`config.mk`:
```
export PLATFORM = sky130hd
export DESIGN_NAME = lp_state_seq
export DESIGN_NICKNAME = d
export VERILOG_FILES = /design/src/rtl/lp_state_pkg.sv /design/src/rtl/lp_sync.sv /design/src/rtl/lp_drain_fsm.sv /design/src/rtl/lp_reg_gate.sv /design/src/rtl/lp_state_seq.sv
export SDC_FILE = /design/constraint.sdc
export NUM_CORES = 1
export LEC_CHECK = 0
export BUFFER_PORTS_ARGS = -buffer_cell sky130_fd_sc_hd__buf_2
export CAP_MARGIN = 15
export CORE_ASPECT_RATIO = 1.5
export CORE_MARGIN = 2
export CORE_UTILIZATION = 48
export DETAILED_ROUTE_END_ITERATION = 8
export HOLD_SLACK_MARGIN = 0.02
export PLACE_DENSITY = 0.91
export SYNTH_ARGS = -nofsm -noshare
export SYNTH_HDL_FRONTEND = slang
export SYNTH_HIERARCHICAL = 1
export SYNTH_SLANG_ARGS = --single-unit
export TNS_END_PERCENT = 100
```
`constraint.sdc`:
```
create_clock -name clk_i -period 2.6 [get_ports clk_i]
set_input_delay 0.52 -clock clk_i [delete_from_list [all_inputs] [get_ports clk_i]]
set_output_delay 0.52 -clock clk_i [all_outputs]
set_load 0.005 [all_outputs]
```
`src/rtl/lp_state_pkg.sv`:
```
package lp_state_pkg;
  typedef enum logic [1:0] {
    ST_IDLE     = 2'd0,
    ST_TX_DRAIN = 2'd1,
    ST_RX_DRAIN = 2'd2,
    ST_SUSP     = 2'd3
  } drain_st_e;

  localparam int unsigned ADDR_CTRL = 0;
  localparam int unsigned ADDR_RLEN = 1;
  localparam int unsigned ADDR_FILT = 2;

  localparam int unsigned BIT_SUSP  = 0;
  localparam int unsigned BIT_MPMD  = 1;
  localparam int unsigned BIT_MPEN  = 2;
endpackage

```
`src/rtl/lp_sync.sv`:
```
module lp_sync #(
  parameter int unsigned STAGES = 2
) (
  input  logic clk_i,
  input  logic rst_ni,
  input  logic d_i,
  output logic q_o
);
  logic [STAGES-1:0] chain_q;

  generate
    for (genvar i = 0; i < STAGES; i++) begin : g_stage
      if (i == 0) begin : g_first
        always_ff @(posedge clk_i or negedge rst_ni) begin
          if (!rst_ni) chain_q[0] <= 1'b0;
          else         chain_q[0] <= d_i;
        end
      end else begin : g_next
        always_ff @(posedge clk_i or negedge rst_ni) begin
          if (!rst_ni) chain_q[i] <= 1'b0;
          else         chain_q[i] <= chain_q[i-1];
        end
      end
    end
  endgenerate

  assign q_o = chain_q[STAGES-1];
endmodule

```
`src/rtl/lp_drain_fsm.sv`:
```
module lp_drain_fsm
  import lp_state_pkg::*;
(
  input  logic      clk_i,
  input  logic      rst_ni,
  input  logic      soft_rst_i,
  input  logic      stop_i,
  input  logic      susp_set_i,
  input  logic      susp_clr_i,
  input  logic      tx_done_i,
  input  logic      rx_done_i,
  output logic      tx_req_o,
  output logic      rx_req_o,
  output logic      suspended_o
);
  drain_st_e state_q, state_d;
  logic      abort;

  // stop, soft reset and a host clear all force idle
  assign abort = stop_i | soft_rst_i | susp_clr_i;

  always_comb begin
    state_d = state_q;
    if (abort) begin
      state_d = ST_IDLE;
    end else begin
      unique case (state_q)
        ST_IDLE:     if (susp_set_i) state_d = ST_TX_DRAIN;
        ST_TX_DRAIN: if (tx_done_i)  state_d = ST_RX_DRAIN;
        ST_RX_DRAIN: if (rx_done_i)  state_d = ST_SUSP;
        ST_SUSP:     state_d = ST_SUSP;
        default:     state_d = ST_IDLE;
      endcase
    end
  end

  always_ff @(posedge clk_i or negedge rst_ni) begin
    if (!rst_ni) state_q <= ST_IDLE;
    else         state_q <= state_d;
  end

  assign tx_req_o    = (state_q == ST_TX_DRAIN);
  assign rx_req_o    = (state_q == ST_RX_DRAIN);
  assign suspended_o = (state_q == ST_SUSP);
endmodule

```
`src/rtl/lp_reg_gate.sv`:
```
module lp_reg_gate
  import lp_state_pkg::*;
#(
  parameter int unsigned DATA_W = 32,
  parameter int unsigned ADDR_W = 2,
  parameter int unsigned LEN_W  = 4,
  parameter int unsigned FILT_W = 16
) (
  input  logic              clk_i,
  input  logic              rst_ni,
  input  logic              soft_rst_i,
  input  logic              stop_i,
  input  logic              suspended_i,
  input  logic              we_i,
  input  logic              re_i,
  input  logic [ADDR_W-1:0] addr_i,
  input  logic [DATA_W-1:0] wdata_i,
  output logic [DATA_W-1:0] rdata_o,
  output logic              acc_err_o,
  input  logic              init_load_i,
  input  logic [LEN_W-1:0]  init_tx_len_i,
  input  logic [LEN_W-1:0]  init_rx_len_i,
  output logic              susp_set_o,
  output logic              susp_clr_o,
  output logic              mp_mode_o,
  output logic              mp_en_o
);
  localparam int unsigned RLEN_W = 2 * LEN_W;

  logic              sel_ctrl, sel_rlen, sel_filt, wr_ctrl, allow;
  logic              mp_mode_q, mp_en_q;
  logic [LEN_W-1:0]  tx_len_q, rx_len_q;
  logic [FILT_W-1:0] filt_q;
  logic [DATA_W-1:0] rd_d;
  logic              err_d;

  assign sel_ctrl = (addr_i == ADDR_W'(ADDR_CTRL));
  assign sel_rlen = (addr_i == ADDR_W'(ADDR_RLEN));
  assign sel_filt = (addr_i == ADDR_W'(ADDR_FILT));
  assign allow    = stop_i | suspended_i;
  assign wr_ctrl  = we_i & sel_ctrl;

  assign susp_set_o = wr_ctrl &  wdata_i[BIT_SUSP];
  assign susp_clr_o = wr_ctrl & ~wdata_i[BIT_SUSP];

  always_ff @(posedge clk_i or negedge rst_ni) begin
    if (!rst_ni) begin
      mp_mode_q <= 1'b0;
      mp_en_q   <= 1'b0;
    end else if (soft_rst_i) begin
      mp_mode_q <= 1'b0;
      mp_en_q   <= 1'b0;
    end else if (wr_ctrl) begin
      mp_mode_q <= wdata_i[BIT_MPMD];
      mp_en_q   <= wdata_i[BIT_MPEN];
    end
  end

  // ring-length copies survive every reset; only init loads them
  always_ff @(posedge clk_i) begin
    if (init_load_i) begin
      tx_len_q <= init_tx_len_i;
      rx_len_q <= init_rx_len_i;
    end
  end

  always_ff @(posedge clk_i) begin
    if (we_i && sel_filt && allow) filt_q <= wdata_i[FILT_W-1:0];
  end

  always_comb begin
    rd_d  = '0;
    err_d = 1'b0;
    if (re_i) begin
      if (sel_ctrl) begin
        rd_d[BIT_SUSP] = suspended_i;
        rd_d[BIT_MPMD] = mp_mode_q;
        rd_d[BIT_MPEN] = mp_en_q;
      end else if (sel_rlen) begin
        if (allow) rd_d[RLEN_W-1:0] = {rx_len_q, tx_len_q};
        else       err_d = 1'b1;
      end else if (sel_filt) begin
        if (allow) rd_d[FILT_W-1:0] = filt_q;
        else       err_d = 1'b1;
      end
    end
  end

  always_ff @(posedge clk_i or negedge rst_ni) begin
    if (!rst_ni) begin
      rdata_o   <= '0;
      acc_err_o <= 1'b0;
    end else begin
      rdata_o   <= rd_d;
      acc_err_o <= err_d;
    end
  end

  assign mp_mode_o = mp_mode_q;
  assign mp_en_o   = mp_en_q;
endmodule

```
`src/rtl/lp_state_seq.sv`:
```
module lp_state_seq #(
  parameter int unsigned DATA_W      = 32,
  parameter int unsigned ADDR_W      = 2,
  parameter int unsigned LEN_W       = 4,
  parameter int unsigned FILT_W      = 16,
  parameter int unsigned SYNC_STAGES = 2
) (
  input  logic              clk_i,
  input  logic              rst_ni,
  input  logic              soft_rst_i,
  input  logic              stop_i,
  input  logic              sleep_pin_i,
  input  logic              reg_we_i,
  input  logic              reg_re_i,
  input  logic [ADDR_W-1:0] reg_addr_i,
  input  logic [DATA_W-1:0] reg_wdata_i,
  output logic [DATA_W-1:0] reg_rdata_o,
  output logic              acc_err_o,
  input  logic              init_load_i,
  input  logic [LEN_W-1:0]  init_tx_len_i,
  input  logic [LEN_W-1:0]  init_rx_len_i,
  output logic              tx_drain_req_o,
  input  logic              tx_drain_done_i,
  output logic              rx_drain_req_o,
  input  logic              rx_drain_done_i,
  output logic              susp_o,
  output logic              mp_active_o
);
  logic sleep_sync, suspended, susp_set, susp_clr, mp_mode, mp_en;

  lp_sync #(.STAGES(SYNC_STAGES)) u_sleep_sync (
    .clk_i  (clk_i),
    .rst_ni (rst_ni),
    .d_i    (sleep_pin_i),
    .q_o    (sleep_sync)
  );

  lp_drain_fsm u_fsm (
    .clk_i       (clk_i),
    .rst_ni      (rst_ni),
    .soft_rst_i  (soft_rst_i),
    .stop_i      (stop_i),
    .susp_set_i  (susp_set),
    .susp_clr_i  (susp_clr),
    .tx_done_i   (tx_drain_done_i),
    .rx_done_i   (rx_drain_done_i),
    .tx_req_o    (tx_drain_req_o),
    .rx_req_o    (rx_drain_req_o),
    .suspended_o (suspended)
  );

  lp_reg_gate #(
    .DATA_W (DATA_W),
    .ADDR_W (ADDR_W),
    .LEN_W  (LEN_W),
    .FILT_W (FILT_W)
  ) u_regs (
    .clk_i         (clk_i),
    .rst_ni        (rst_ni),
    .soft_rst_i    (soft_rst_i),
    .stop_i        (stop_i),
    .suspended_i   (suspended),
    .we_i          (reg_we_i),
    .re_i          (reg_re_i),
    .addr_i        (reg_addr_i),
    .wdata_i       (reg_wdata_i),
    .rdata_o       (reg_rdata_o),
    .acc_err_o     (acc_err_o),
    .init_load_i   (init_load_i),
    .init_tx_len_i (init_tx_len_i),
    .init_rx_len_i (init_rx_len_i),
    .susp_set_o    (susp_set),
    .susp_clr_o    (susp_clr),
    .mp_mode_o     (mp_mode),
    .mp_en_o       (mp_en)
  );

  assign susp_o      = suspended;
  assign mp_active_o = mp_mode & (sleep_sync | mp_en);
endmodule

```
# Word-level counts from Yosys, hierarchy flattened
# Index checks and enable logic that the tools add are counted.
# totals
ff_bits,47
latch_bits,0
ram_bits,0
mem_bits_ro,0
in_bits,52
output_inout_bits,37
elab_cells,55
mem_count,0
# op_classes
n_addsub,0
n_mul,0
div,0
n_lt_le_gt_ge,0
eq_ne,8
shifts,0
muxes,22
bitwise_logic,9
n_reduce_logical,6
# ops
operator,n
$mux W16,3
$mux W8,3
$mux W13,1
$mux W1,9
$mux W2,4
$pmux W2 S4,1
$eq A2 B2 Y1 const B,3
$ne A3 B1 Y1 const B,2
$and A1 B1 Y1,4
$eq A2 B1 Y1 const B,2
$logic_not A2 Y1,2
$or A1 B1 Y1,4
$mux W3,1
$ne A3 B2 Y1 const B,1
$reduce_and A3 Y1,1
$logic_and A1 B1 Y1,2
$reduce_bool A2 Y1,1
$not A1 Y1,1

# Depth between registers and ports, before layout
# depth
word_depth,7
ltp_mapped,5
depth_no_buf,5

# By module
# The synthesis kept the hierarchy.
# by_module_without_submodules
module,n_inst,cells_each,area_per_inst_um2,seq_area_each_um2
lp_reg_gate,1,106,1617.8,1196.1
lp_drain_fsm,1,12,121.4,50.0
lp_sync,1,2,50.0,50.0
lp_state_seq,1,1,7.5,0.0

# Worst setup path before layout
# OpenSTA, ideal clock, no wires.
# synth_timing
kind,register to register
start,reg u_fsm.state_q[0]
end,reg u_regs.filt_q[0] (enable)
setup_time_ns,0.374
t_arrival_ns,1.268
required_time_ns,2.226
slack_ns,0.958
path_stages_with_launch,4
n_path_buf,0
period_less_slack_ns,1.642
cell_sequence,dfrtp_1 > and2_2 > or2_1 > and3_1
# synth_via
elab_chain_cells,3
# synth_lines
item,line,text
"start, declared",lp_drain_fsm.sv:16,"drain_st_e state_q, state_d;"
"start signal, assigned",lp_drain_fsm.sv:39,else state_q <= state_d;
$eq A2 B2 Y1,lp_drain_fsm.sv:44,assign suspended_o = (state_q == ST_SUSP);
net susp_o,lp_state_seq.sv:26,"output logic susp_o,"
$or A1 B1 Y1,lp_reg_gate.sv:40,assign allow = stop_i | suspended_i;
$logic_and A1 B1 Y1,lp_reg_gate.sv:68,if (we_i && sel_filt && allow) filt_q <= wdata_i[FILT_W-1:0];
"end signal, assigned",lp_reg_gate.sv:68,
"end, declared",lp_reg_gate.sv:33,logic [FILT_W-1:0] filt_q;
# The timed path passes the listed nets, and every way through them passes these cells.
# A chain may end at the register's enable or synchronous reset.

# Worst setup path after layout
# layout_timing
start,reg u_fsm.state_q[0]
end,reg u_regs.filt_q[1] (enable)
# layout_via
elab_chain_cells,3
# layout_lines
item,line
$eq A2 B2 Y1,lp_drain_fsm.sv:44
$or A1 B1 Y1,lp_reg_gate.sv:40
$logic_and A1 B1 Y1,lp_reg_gate.sv:68
# No other way between the ends.

==> results by stage <==
Placed design:
- The cell area after placement is 0.00207 mm^2.
- The number of I/O port buffers is 56.
- Detailed placement finished with a half-perimeter wire length of 2280 um.
- At the end of routability-driven placement, the weighted congestion stood at 0.761.

Power:
- Of the total power, the share spent switching nets is 19.2%.
- Cell internal power was estimated by the tool at 1160 uW.
- In this run, the clock network consumes 36.7% of the power.
- The total power divided by cell area is 658 mW/mm^2.
- The portion of total power attributed to combinational logic is 6.2%.
- The leakage power total is 0.00105 uW.
- Across the VDD grid, the largest voltage drop is 0.508 mV.
- The part of the total power dissipated in sequential elements is 57.1%.
- The net switching component of the power is 276 uW.

CTS:
- The H-tree was split into 2 levels.
- The CTS tree is yes.
- The number of sinks on the clock net is 47.
- The buffers inserted during post-CTS setup optimization is 0.
- In this run, post-CTS repair resized a total of 0 instances.
- The post-cts hold buffer count is 0.
- The number of buffers inserted during clock tree synthesis is 5.
- The tree is rooted in a clkbuf_8.
- Clock latency on the worst-skew pair, taken at its later pin, is 0.30 ns.
- The CTS clock-pin slew for the worst setup and hold paths is 0.07 ns.
- The number of buffers on the longest clock path is 2.

Routing:
- The routed length per placed instance is 12.5 um.
- After detailed routing, the total wire length is 2840 um.
- The DRC violation count after routing is 0.
- The via count of the routed design is 1,077.
- In this run the remaining antenna-violating nets after routing total 0.
- The violation count after the first detailed-routing iteration is 26.
- The first-pass iteration count of the detailed router is 6.
- The vias per cell is 4.74.

Critical path:
- The reg-to-reg critical path endpoint is u_regs/filt_q[1].
- The type of element launching the critical path is a register.
- Measured in cells, the most critical reg-to-reg path has a length of 4.
- The worst setup path is captured at a register.
- The launching point of the worst reg2reg path is u_fsm/state_q[0].
- The maximum fanout encountered on the critical timing path is 16.
- The most critical setup path has its endpoint at u_regs/filt_q[1].
- The data arrival time of the critical path is 1.69 ns.
- Tracing the worst setup path back leads to its startpoint at u_fsm/state_q[0].
- The type of the worst setup path is reg -> reg.
- The critical path data required time is 2.64 ns.
- The slack of the worst reg-to-reg path is 0.95 ns.

GRT:
- The total global routing overflow is 0.
- The total global routing track utilization is 15.6%.
- The number of antenna violations at the first check in global routing is 0.
- The number of global-route vias before repair is 1,035.
- The first global-routing pass estimated 4530 um of wire.
- Entering global routing, the biggest net connects 24 pins.

Timing:
- For this run, the top clock speed supported by timing is 606 MHz.
- The final total negative setup slack is 0 ns.
- The number of setup violations in the final report is 0.
- Of the available clock period, the critical path in the final layout requires 63.5%.
- The final number of hold-violating endpoints is 0.
- The max-slew violation count was 0.
- Setup repair after global routing left no endpoint under its margin.
- The final period demand of the worst path is 1.65 ns.
- The setup clock skew after layout is 0.00458 ns.

Floorplanning:
- The floorplan step defined a die boundary enclosing 0.00426 mm^2.
- The die outline height is 78.9 um.
- In this run the core area contains 27 standard-cell rows.
- The floorplan step set the die width to 54.0 um.
- The count of pins on the block boundary is 89.
- The placeable core region is 0.00361 mm^2.
- Once the floorplan was initialized, standard cells occupied 49.7% of the core.

Cells and area:
- The cell area after layout is 0.00218 mm^2.
- The fraction of final layout cells with drive strength greater than 1 is 39.1%.
- In the layout the commonest cells are buf_2, edfxtp_1, dfrtp_1.
- The growth of design area from synthesis to finish is 21.6%.
- The number of antenna diodes is 0.
- At the end of the flow, the number of nets in the layout was 235.
- The library cell used most frequently in the layout, excluding fill and tap cells, is buf_2.

Run:
- The tool flagged a number of max-cap violations equal to 0.

Synth:
- The sequential element share of the synthesized area is 72.1%.
- In the post-synthesis netlist, the biggest area contributors are edfxtp_1, dfrtp_1, buf_4.
- Synthesis handed over a netlist of 121 instances.
- The number of distinct library cells after synthesis is 27.
- The biggest area contributor in the post-synthesis netlist is edfxtp_1.
- The share of synthesized area in the top cell type comes to 40.1%.
- The total of warnings raised by yosys is 6.
- The number of synthesized register bits is 47.
- In this run the mean area of a mapped cell was 14.8 um^2.
- The netlist area before placement is 0.00180 mm^2.

Outcome:
- The flow ran to the end, and the final reports show no timing, DRC or antenna violations.

Hold path:
- The type of the worst min-delay path is in -> async.
## critical path, cell delays in order, from the launching register on
cell and delay [ns]:
dfrtp_1 0.43, and2_2 0.25, or2_1 0.30, and3_1 0.21, buf_4 0.20
## power by group through the flow
stage	Combinational [uW]	Sequential [uW]	Clock, uW
global placement	86.0	836	0
detailed placement	89.3	837	0
global route	103	823	570
floorplan	52.4	836	0
finish	89.1	821	528
CTS	89.5	821	536
## logic make-up after synthesis
kind of cell | after synthesis | share of synthesized area [%]
compound gates | 21 | 8.57
buf+inv | 19 | 7.52
simple gates | 31 | 10.4
mux | 2 | 1.11
flops | 47 | 72.1
other cells | 1 | 0.209
## layout make-up
cell class                 instances  area [um^2]
multi-input combinational         70          422
timing repair buffer              57          288
tap                               43         53.8
clock inverter                     2         35.0
clock buffer                       6         82.6
sequential                        47         1300
fill                             302         1430
inverter                           2         7.51
## registers in the layout, indices dropped and copies added, names as in the netlist
register,count
u_regs/acc_err_o,1
u_regs/rx_len_q,4
u_regs/filt_q,16
u_sleep_sync/q_o,1
u_regs/mp_en_o,1
u_regs/rdata_o,16
u_sleep_sync/chain_q,1
u_fsm/state_q,2
u_regs/mp_mode_o,1
u_regs/tx_len_q,4
## synthesized netlist by cell type
cell type and count:
o21ba_2 1, a21oi_1 5, and2_2 1, and2b_1 1, o21ai_0 3, or2_1 2, inv_1 2, nor4_1 1
o211a_1 1, a22oi_1 5, nor2b_1 2, nor3b_2 1, mux2i_1 2, buf_4 17, conb_1 1, nand2_1 1
and3_4 1, and2_1 9, and3_1 1, nor2_1 9, a2111oi_2 1, o21a_1 2, nor2b_2 1, dfrtp_1 23
and2b_2 1, edfxtp_1 24, a32oi_1 3
## metrics by stage
| stage | worst slack (ns) | hold WS, ns | cells | util [%] | total power, uW |
|---|---|---|---|---|---|
| 2_1_floorplan | 0.958 | 0.224 | 136 | - | 889 |
| 3_3_place_gp | 0.787 | 0.337 | 219 | 57.2 | 922 |
| 3_5_place_dp | 0.772 | 0.336 | 219 | 57.2 | 926 |
| 4_1_cts | 0.951 | 0.178 | 227 | 60.4 | 1450 |
| 5_1_grt | 0.859 | 0.212 | 227 | 60.4 | 1500 |
| 6_report | 0.949 | 0.168 | 227 | 60.4 | 1440 |
## worst min path at each step
| stage | cells past startpoint | from | endpoint |
|---|---|---|---|
| after floorplan | 0 | rst_ni | u_fsm/state_q[0] |
| after global placement | 0 | u_sleep_sync/chain_q[0] | u_sleep_sync/q_o |
| after detailed placement | 0 | u_sleep_sync/chain_q[0] | u_sleep_sync/q_o |
| after CTS | 1 | rst_ni | u_regs/rdata_o[10] |
| after global routing | 1 | rst_ni | u_regs/mp_mode_o |
| final | 1 | rst_ni | u_regs/rdata_o[10] |
## per-layer routing
metal  track usage, %  wire length, um
met2             25.6             1600
met4             7.69               42
met1             17.6              937
met3             5.08              264
met5                0                0
(Power assumes the default switching activity.)
